--- src/rtl/spi_xcvr_pkg.sv ---
package spi_xcvr_pkg;

   typedef enum logic [1:0] {
      ADR_CTL = 2'd0,
      ADR_STS = 2'd1,
      ADR_DAT = 2'd2,
      ADR_RSV = 2'd3
   } reg_addr_e;

   // control field positions
   localparam int CTL_EN   = 0;
   localparam int CTL_MST  = 1;
   localparam int CTL_CPOL = 2;
   localparam int CTL_CPHA = 3;
   localparam int CTL_DIV  = 4;
   localparam int CTL_IEN  = 6;

   // status field positions
   localparam int STS_DONE = 7;
   localparam int STS_WCOL = 6;
   localparam int STS_MODF = 4;

endpackage

--- src/rtl/spi_sync.sv ---
module spi_sync #(
   parameter int          STAGES = 2,
   parameter int          W      = 1,
   parameter logic [W-1:0] INIT  = '0
) (
   input  logic         clk,
   input  logic         rst_n,
   input  logic [W-1:0] d,
   output logic [W-1:0] q
);
   generate
      if (STAGES < 2) begin : g_bad
         $error("spi_sync: STAGES must be at least 2");
      end
   endgenerate

   logic [W-1:0] stage [STAGES];

   always_ff @(posedge clk or negedge rst_n) begin
      if (!rst_n) begin
         for (int i = 0; i < STAGES; i++) stage[i] <= INIT;
      end else begin
         stage[0] <= d;
         for (int i = 1; i < STAGES; i++) stage[i] <= stage[i-1];
      end
   end

   assign q = stage[STAGES-1];
endmodule

--- src/rtl/spi_clkgen.sv ---
module spi_clkgen #(
   parameter int W     = 8,
   parameter int DIV_W = 2
) (
   input  logic             clk,
   input  logic             rst_n,
   input  logic             start,
   input  logic             abort,
   input  logic             cpol,
   input  logic [DIV_W-1:0] div,
   output logic             busy,
   output logic             sck,
   output logic             lead,
   output logic             trail
);
   localparam int PW = (1 << DIV_W) + 1;
   localparam int EW = $clog2(2 * W);

   logic [PW-1:0] pre;
   logic [PW-1:0] half;
   logic [EW-1:0] ecnt;
   logic          run;
   logic          ph;
   logic          tick;

   always_comb begin
      half = PW'(1) << ({1'b0, div} + (DIV_W+1)'(1));
   end

   assign tick = run && (pre == half - PW'(1));

   always_ff @(posedge clk or negedge rst_n) begin
      if (!rst_n) begin
         run  <= 1'b0;
         ph   <= 1'b0;
         pre  <= '0;
         ecnt <= '0;
      end else if (abort) begin
         run <= 1'b0;
         ph  <= 1'b0;
      end else if (start && !run) begin
         run  <= 1'b1;
         ph   <= 1'b0;
         pre  <= '0;
         ecnt <= '0;
      end else if (run) begin
         if (tick) begin
            pre  <= '0;
            ph   <= ~ph;
            ecnt <= ecnt + EW'(1);
            if (ecnt == EW'(2 * W - 1)) run <= 1'b0;
         end else begin
            pre <= pre + PW'(1);
         end
      end
   end

   assign busy  = run;
   assign sck   = cpol ^ ph;
   assign lead  = tick && !ecnt[0];
   assign trail = tick &&  ecnt[0];
endmodule

--- src/rtl/spi_shifter.sv ---
module spi_shifter #(
   parameter int W = 8
) (
   input  logic         clk,
   input  logic         rst_n,
   input  logic         load,
   input  logic [W-1:0] ldata,
   input  logic         clear,
   input  logic         cpha,
   input  logic         lead,
   input  logic         trail,
   input  logic         sin,
   output logic         sout,
   output logic         done,
   output logic [W-1:0] rx
);
   localparam int IW = $clog2(W);

   logic [W-1:0]  tx;
   logic [IW-1:0] idx;
   logic [IW-1:0] scnt;
   logic          armed;
   logic          samp;
   logic          shft;

   assign samp = cpha ? trail : lead;
   assign shft = cpha ? lead  : trail;

   always_ff @(posedge clk or negedge rst_n) begin
      if (!rst_n) begin
         tx    <= '0;
         rx    <= '0;
         idx   <= '0;
         scnt  <= '0;
         armed <= 1'b0;
         done  <= 1'b0;
      end else begin
         done <= samp && (scnt == IW'(W - 1));
         if (load || clear) begin
            if (load) tx <= ldata;
            idx   <= '0;
            scnt  <= '0;
            armed <= 1'b0;
         end else begin
            if (samp) begin
               rx   <= {rx[W-2:0], sin};
               scnt <= (scnt == IW'(W - 1)) ? '0 : scnt + IW'(1);
            end
            if (shft) begin
               // the first leading edge in phase 1 only starts driving bit W-1
               if (!cpha || armed)
                  idx <= (idx == IW'(W - 1)) ? '0 : idx + IW'(1);
               armed <= 1'b1;
            end
         end
      end
   end

   assign sout = tx[IW'(W - 1) - idx];
endmodule

--- src/rtl/spi_xcvr.sv ---
module spi_xcvr
   import spi_xcvr_pkg::*;
#(
   parameter int DATA_W      = 8,
   parameter int DIV_W       = 2,
   parameter int SYNC_STAGES = 2
) (
   input  logic              clk,
   input  logic              rst_n,
   input  logic              bus_sel,
   input  logic              bus_wr,
   input  logic [1:0]        bus_addr,
   input  logic [DATA_W-1:0] bus_wdata,
   output logic [DATA_W-1:0] bus_rdata,
   output logic              irq,
   input  logic              sck_i,
   output logic              sck_o,
   output logic              sck_oe,
   input  logic              mosi_i,
   output logic              mosi_o,
   output logic              mosi_oe,
   input  logic              miso_i,
   output logic              miso_o,
   output logic              miso_oe,
   input  logic              ss_n_i
);
   generate
      if (DATA_W < 8) begin : g_bad_w
         $error("spi_xcvr: DATA_W must be at least 8");
      end
      if (DIV_W < 1 || DIV_W > 2) begin : g_bad_div
         $error("spi_xcvr: DIV_W must be 1 or 2");
      end
   endgenerate

   // control and status state
   logic             c_en, c_mst, c_cpol, c_cpha, c_ien;
   logic [DIV_W-1:0] c_div;
   logic             f_done, f_wcol, f_modf, sts_seen;
   logic [DATA_W-1:0] rxbuf;
   logic             rx_full;

   // synchronised pins: {select, clock, data}
   logic [2:0] pin_raw, pin_s;
   logic       s_ss_n, s_sck, s_mosi, sck_prev;

   assign pin_raw = {ss_n_i, sck_i, mosi_i};

   spi_sync #(.STAGES(SYNC_STAGES), .W(3), .INIT(3'b100)) u_sync (
      .clk(clk), .rst_n(rst_n), .d(pin_raw), .q(pin_s)
   );
   assign {s_ss_n, s_sck, s_mosi} = pin_s;

   // mode decode
   logic is_mst, is_slv, slv_sel, mfault;
   assign is_mst  = c_en &  c_mst;
   assign is_slv  = c_en & ~c_mst;
   assign slv_sel = is_slv & ~s_ss_n;
   assign mfault  = is_mst & ~s_ss_n;

   // bus decode
   logic acc_dat, wr_dat, rd_dat, rd_sts, wr_ctl;
   assign acc_dat = bus_sel && (bus_addr == ADR_DAT);
   assign wr_dat  = acc_dat &&  bus_wr;
   assign rd_dat  = acc_dat && !bus_wr;
   assign rd_sts  = bus_sel && !bus_wr && (bus_addr == ADR_STS);
   assign wr_ctl  = bus_sel &&  bus_wr && (bus_addr == ADR_CTL);

   // master clock
   logic m_busy, m_sck, m_lead, m_trail, busy, load, start, clear;

   spi_clkgen #(.W(DATA_W), .DIV_W(DIV_W)) u_clk (
      .clk(clk), .rst_n(rst_n), .start(start), .abort(mfault),
      .cpol(c_cpol), .div(c_div), .busy(m_busy), .sck(m_sck),
      .lead(m_lead), .trail(m_trail)
   );

   // slave edge detect
   logic s_chg, s_lead, s_trail;
   always_ff @(posedge clk or negedge rst_n) begin
      if (!rst_n) sck_prev <= 1'b0;
      else        sck_prev <= s_sck;
   end
   assign s_chg   = slv_sel && (s_sck != sck_prev);
   assign s_lead  = s_chg && (s_sck != c_cpol);
   assign s_trail = s_chg && (s_sck == c_cpol);

   assign busy  = is_mst ? m_busy : slv_sel;
   assign load  = wr_dat && !busy && c_en;
   assign start = load && is_mst && !mfault;
   assign clear = (is_slv && s_ss_n) || mfault || !c_en;

   // shift engine
   logic              sh_out, sh_done;
   logic [DATA_W-1:0] sh_rx;

   spi_shifter #(.W(DATA_W)) u_shift (
      .clk(clk), .rst_n(rst_n), .load(load), .ldata(bus_wdata),
      .clear(clear), .cpha(c_cpha),
      .lead(is_mst ? m_lead : s_lead), .trail(is_mst ? m_trail : s_trail),
      .sin(is_mst ? miso_i : s_mosi),
      .sout(sh_out), .done(sh_done), .rx(sh_rx)
   );

   // control register; a mode fault overrides a simultaneous write
   always_ff @(posedge clk or negedge rst_n) begin
      if (!rst_n) begin
         c_en   <= 1'b0;
         c_mst  <= 1'b0;
         c_cpol <= 1'b0;
         c_cpha <= 1'b0;
         c_div  <= '0;
         c_ien  <= 1'b0;
      end else begin
         if (wr_ctl) begin
            c_en   <= bus_wdata[CTL_EN];
            c_mst  <= bus_wdata[CTL_MST];
            c_cpol <= bus_wdata[CTL_CPOL];
            c_cpha <= bus_wdata[CTL_CPHA];
            c_div  <= bus_wdata[CTL_DIV +: DIV_W];
            c_ien  <= bus_wdata[CTL_IEN];
         end
         if (mfault) c_mst <= 1'b0;
      end
   end

   // status flags: setting wins over clearing
   always_ff @(posedge clk or negedge rst_n) begin
      if (!rst_n) begin
         f_done   <= 1'b0;
         f_wcol   <= 1'b0;
         f_modf   <= 1'b0;
         sts_seen <= 1'b0;
      end else begin
         f_done <= sh_done       | (f_done & ~(sts_seen & acc_dat));
         f_wcol <= (wr_dat & busy) | (f_wcol & ~(sts_seen & acc_dat));
         f_modf <= mfault        | (f_modf & ~(sts_seen & wr_ctl));
         if (rd_sts)                  sts_seen <= 1'b1;
         else if (acc_dat || wr_ctl)  sts_seen <= 1'b0;
      end
   end

   // receive buffer: an unread word is kept, a newer one is dropped
   always_ff @(posedge clk or negedge rst_n) begin
      if (!rst_n) begin
         rxbuf   <= '0;
         rx_full <= 1'b0;
      end else if (sh_done && (!rx_full || rd_dat)) begin
         rxbuf   <= sh_rx;
         rx_full <= 1'b1;
      end else if (rd_dat) begin
         rx_full <= 1'b0;
      end
   end

   // read mux
   always_comb begin
      bus_rdata = '0;
      case (reg_addr_e'(bus_addr))
         ADR_CTL: begin
            bus_rdata[CTL_EN]            = c_en;
            bus_rdata[CTL_MST]           = c_mst;
            bus_rdata[CTL_CPOL]          = c_cpol;
            bus_rdata[CTL_CPHA]          = c_cpha;
            bus_rdata[CTL_DIV +: DIV_W]  = c_div;
            bus_rdata[CTL_IEN]           = c_ien;
         end
         ADR_STS: begin
            bus_rdata[STS_DONE] = f_done;
            bus_rdata[STS_WCOL] = f_wcol;
            bus_rdata[STS_MODF] = f_modf;
         end
         ADR_DAT: bus_rdata = rxbuf;
         default: bus_rdata = '0;
      endcase
   end

   assign irq     = c_ien & (f_done | f_modf);
   assign sck_o   = m_sck;
   assign sck_oe  = is_mst;
   assign mosi_o  = sh_out;
   assign mosi_oe = is_mst;
   assign miso_o  = sh_out;
   assign miso_oe = slv_sel;
endmodule

--- config.mk ---
export PLATFORM = sky130hd
export DESIGN_NAME = spi_xcvr
export DESIGN_NICKNAME = d
export VERILOG_FILES = /design/src/rtl/spi_xcvr_pkg.sv /design/src/rtl/spi_sync.sv /design/src/rtl/spi_clkgen.sv /design/src/rtl/spi_shifter.sv /design/src/rtl/spi_xcvr.sv
export SDC_FILE = /design/constraint.sdc
export NUM_CORES = 1
export LEC_CHECK = 0
export BUFFER_PORTS_ARGS = -buffer_cell sky130_fd_sc_hd__clkbuf_2
export CAP_MARGIN = 40
export CORE_UTILIZATION = 58
export CTS_CLUSTER_DIAMETER = 50
export CTS_CLUSTER_SIZE = 25
export DETAILED_ROUTE_END_ITERATION = 8
export HOLD_SLACK_MARGIN = 0.1
export PLACE_DENSITY = 0.79
export SLEW_MARGIN = 40
export SYNTH_ARGS = -nofsm -noshare
export SYNTH_HDL_FRONTEND = slang
export SYNTH_SLANG_ARGS = --single-unit
--- constraint.sdc ---
create_clock -name clk -period 2.3 [get_ports clk]
set_input_delay 0.46 -clock clk [delete_from_list [all_inputs] [get_ports clk]]
set_output_delay 0.46 -clock clk [all_outputs]
set_load 0.05 [all_outputs]
==> metrics.md <==
| Metric | Value |
|---|---|
| Status | finished, final reports clean |
| Most used DFF post-synth | dfrtp_1 |
| CTS clock-pin slew for the worst setup and hold paths | 0.07 ns |
| Synthesis-to-layout area growth | 14.9% |
| Commonest non-fill, non-tap cell in the layout | dfrtp_1 |
| Syn Nets | 284 |
| Placed Cells | 353 |
| Clock power share | 27.9% |
| CTS tree | yes |
| Top-area cell type share of the netlist area | 49.4% |
| Critical hold path startpoint | ss_n_i |
| GRT Total Usage | 24.2% |
| Number of diodes | 0 |
| Via count | 2,095 |
| Switching share of power | 35.1% |
| Port Buffers | 32 |
| Remaining DRCs | 0 |
| Total wire length | 5900 um |
| Post-route ant nets | 0 |
| Cell-internal power | 2140 uW |
| Synth Register Bits | 62 |
| Worst Path Required | 1.84 ns |
| First-pass GRT wire length | 9600 um |
| Vias in the first global route | 1,951 |
| Worst skew pair latency | 0.34 ns |
| Tightest Pin Transition | 0.587 ns |
| Fillers | 356 |
| Arrival @ worst endpoint | 1.78 ns |
| GPL Wtd Cong | 0.846 |
| Mapped Area | 3040 um^2 |
| Final Net Count | 326 |
| I/O Pins | 33 |
| Die Y-Extent | 74.4 um |
| Post-synthesis sequential area ratio | 51.2% |
| Combinational power share | 27.1% |
| RSZ-0062 raised after global routing | no |
| Synth Area per Inst | 11.9 um^2 |
| Final setup viols | 0 |
| Die width | 74.4 um |
| CTS max path bufs | 2 |
| Starting DRT DRC Count | 94 |
| Number of flops mapped to enable cells by yosys | 0 |
| CTS buffer count | 9 |
| Crit path from | u_shift.idx[0] |
| Crit-path slowest cell | mux4_2 |
| Crit path time final | 2.24 ns |
| Routed wire per std cell | 15.9 um |
| Yosys top cell by area | dfrtp_1 |
| H-tree lvl count | 3 |
| Count of cell types in the netlist | 51 |
| Final hold viol count | 0 |
| CP Max Fanout | 5 |
| Leak pwr | 0.00172 uW |
| Initial antenna violation count | 0 |
| Commonest cells after routing, fill and taps aside | dfrtp_1 (59), clkbuf_2 (30), mux2_2 (29) |
| Clock Sink Count | 62 |
| Setup TNS | 0 ns |
| Final std cells w/o fill | 370 |
| Max incr delay on CP | 0.52 ns |
| PwrDens | 942 nW/um^2 |
| Fin. max-slew vios | 0 |
| Ranking of synthesized cells by area | dfrtp_1 (49%), mux2_2 (11%), ha_1 (4.1%), mux2i_1 (3.3%), nand2_1 (2.7%) |
| Die area | 5530 um^2 |
| Min-delay worst type | in2reg |
| Seq pwr share | 45.0% |
| Fmax achieved | 0.447 GHz |
| Initial Util | 62.3% |
| Worst path cell trace | mux4_2 > mux2_2 > buf_2 |
| CTS root buffer | clkbuf_8 |
| Max rail drop VDD | 0.611 mV |
| Gate Count Post-Synth | 256 |
| Slew HR | 60.7% |
| Switching power total | 1150 uW |
| CP startpoint kind | flip-flop |
| 1st-pass router iterations | 5 |
| Pin count of the biggest net entering global routing | 29 |
| Row cnt | 25 |
| Critical path class | reg2out |
| Layout cells sized above 1 | 34.0% |
| Ys async rst share | 100% |
| Routed vias/inst | 5.66 |
| RR Startpoint | c_div[0] |
| Core ar. | 4880 um^2 |
| Detail Placement HPWL | 4330 um |
| Final worst path period share | 97.4% |
| Maxcap violations | 0 |
| Skew final | 0.00585 ns |
| Synth Warn # | 0 |
| Crit. End Element | output port |
| Total grt overflow | 0 |
## cell usage after synthesis (4+ instances only)
cell,instances
nand3b_1,5
dfrtp_1,60
nand2b_1,4
inv_1,12
mux2i_1,10
ha_1,10
a22o_1,5
nand3_1,10
mux2_2,29
o21ai_0,9
a21oi_1,10
nor2_1,8
nand2_1,22
clkbuf_1,4
## worst max-delay path: cells and delay by family (launching register included)
family / cells / cell delay, ns
muxes: 2 / 0.80
DFF: 1 / 0.43
buffers and inverters: 1 / 0.21
## area by class of cell
| type | instances | area, um^2 | area share (%) |
|---|---|---|---|
| clock buffer | 10 | 128 | 3.66 |
| sequential | 62 | 1560 | 44.6 |
| multi-input combinational | 171 | 1380 | 39.6 |
| tap | 67 | 83.8 | 2.40 |
| inverter | 13 | 48.8 | 1.40 |
| clock inverter | 6 | 61.3 | 1.76 |
| timing repair buffer | 41 | 230 | 6.59 |
## state kept, by name, summed over array words and instances (netlist names), 2 cells and up
| name | cells |
|---|---|
| rxbuf | 8 |
| u_shift.rx | 8 |
| u_shift.tx | 8 |
| u_clk.pre | 5 |
| u_clk.ecnt | 4 |
| u_shift.idx | 3 |
| u_shift.scnt | 3 |
| u_sync.q | 3 |
| u_sync.stage | 3 |
| c_div | 2 |
## final timing paths
kind,endpoint,slack (ns),depth (start not counted)
worst max register to register,u_shift.rx[1],0.29,5
worst min register to register,u_sync.q[0],0.35,0
min in group asynchronous,u_clk.ph,0.58,2
worst max-delay path,miso_o,0.06,3
max in group asynchronous,rxbuf[6],1.01,3
worst min-delay path,u_sync.stage[5],0.21,1
## power by group through the flow
| stage | clock (uW) | sequential (uW) | combinational [uW] |
|---|---|---|---|
| floorplan | 0 | 1430 | 721 |
| global placement | 0 | 1490 | 867 |
| detailed placement | 0 | 1490 | 888 |
| CTS | 938 | 1480 | 897 |
| global route | 974 | 1510 | 968 |
| finish | 918 | 1480 | 892 |
## cells by family (layout without fill, tap and decap cells)
logic type	Yosys count	count (layout)	synth area share [%]
flip-flops	62	62	51.2
buffers and inverters	23	70	3.29
AO/OA/AOI/OAI	47	47	11.9
adder cells (fa/ha/maj)	10	10	4.12
XOR/XNOR	2	2	0.577
AND/OR/NAND/NOR	69	69	12.6
multiplexers	43	43	16.3
## per-layer routing
layer	vias up	track usage (%)	wire length, um
met2	56	38.4	2780
met5	-	0	0
li1	1007	-	-
met3	10	3.66	294
met1	1022	32.6	2720
met4	0	11.9	102
## through the flow
step | area, um^2 | utilization [%] | setup WS [ns] | hold slack [ns] | power [uW]
final | 3490 | 71.5 | 0.0607 | 0.208 | 3290
after global routing | 3490 | 71.5 | 0.0179 | 0.203 | 3450
after CTS | 3490 | 71.5 | 0.00757 | 0.196 | 3310
after detailed placement | 3290 | 67.4 | 0.174 | 0.344 | 2380
after global placement | 3290 | 67.4 | 0.216 | 0.334 | 2360
after floorplan | 3040 | - | 0.0231 | 0.164 | 2150
## repair_timing
item,4_1_cts,5_1_grt
setup endpoints to repair,2,2
hold endpoints to repair,15,0
resized for setup,1,2
hold buffers,1,0
setup buffers,0,0
No activity file was read; power rests on OpenSTA's default activity.
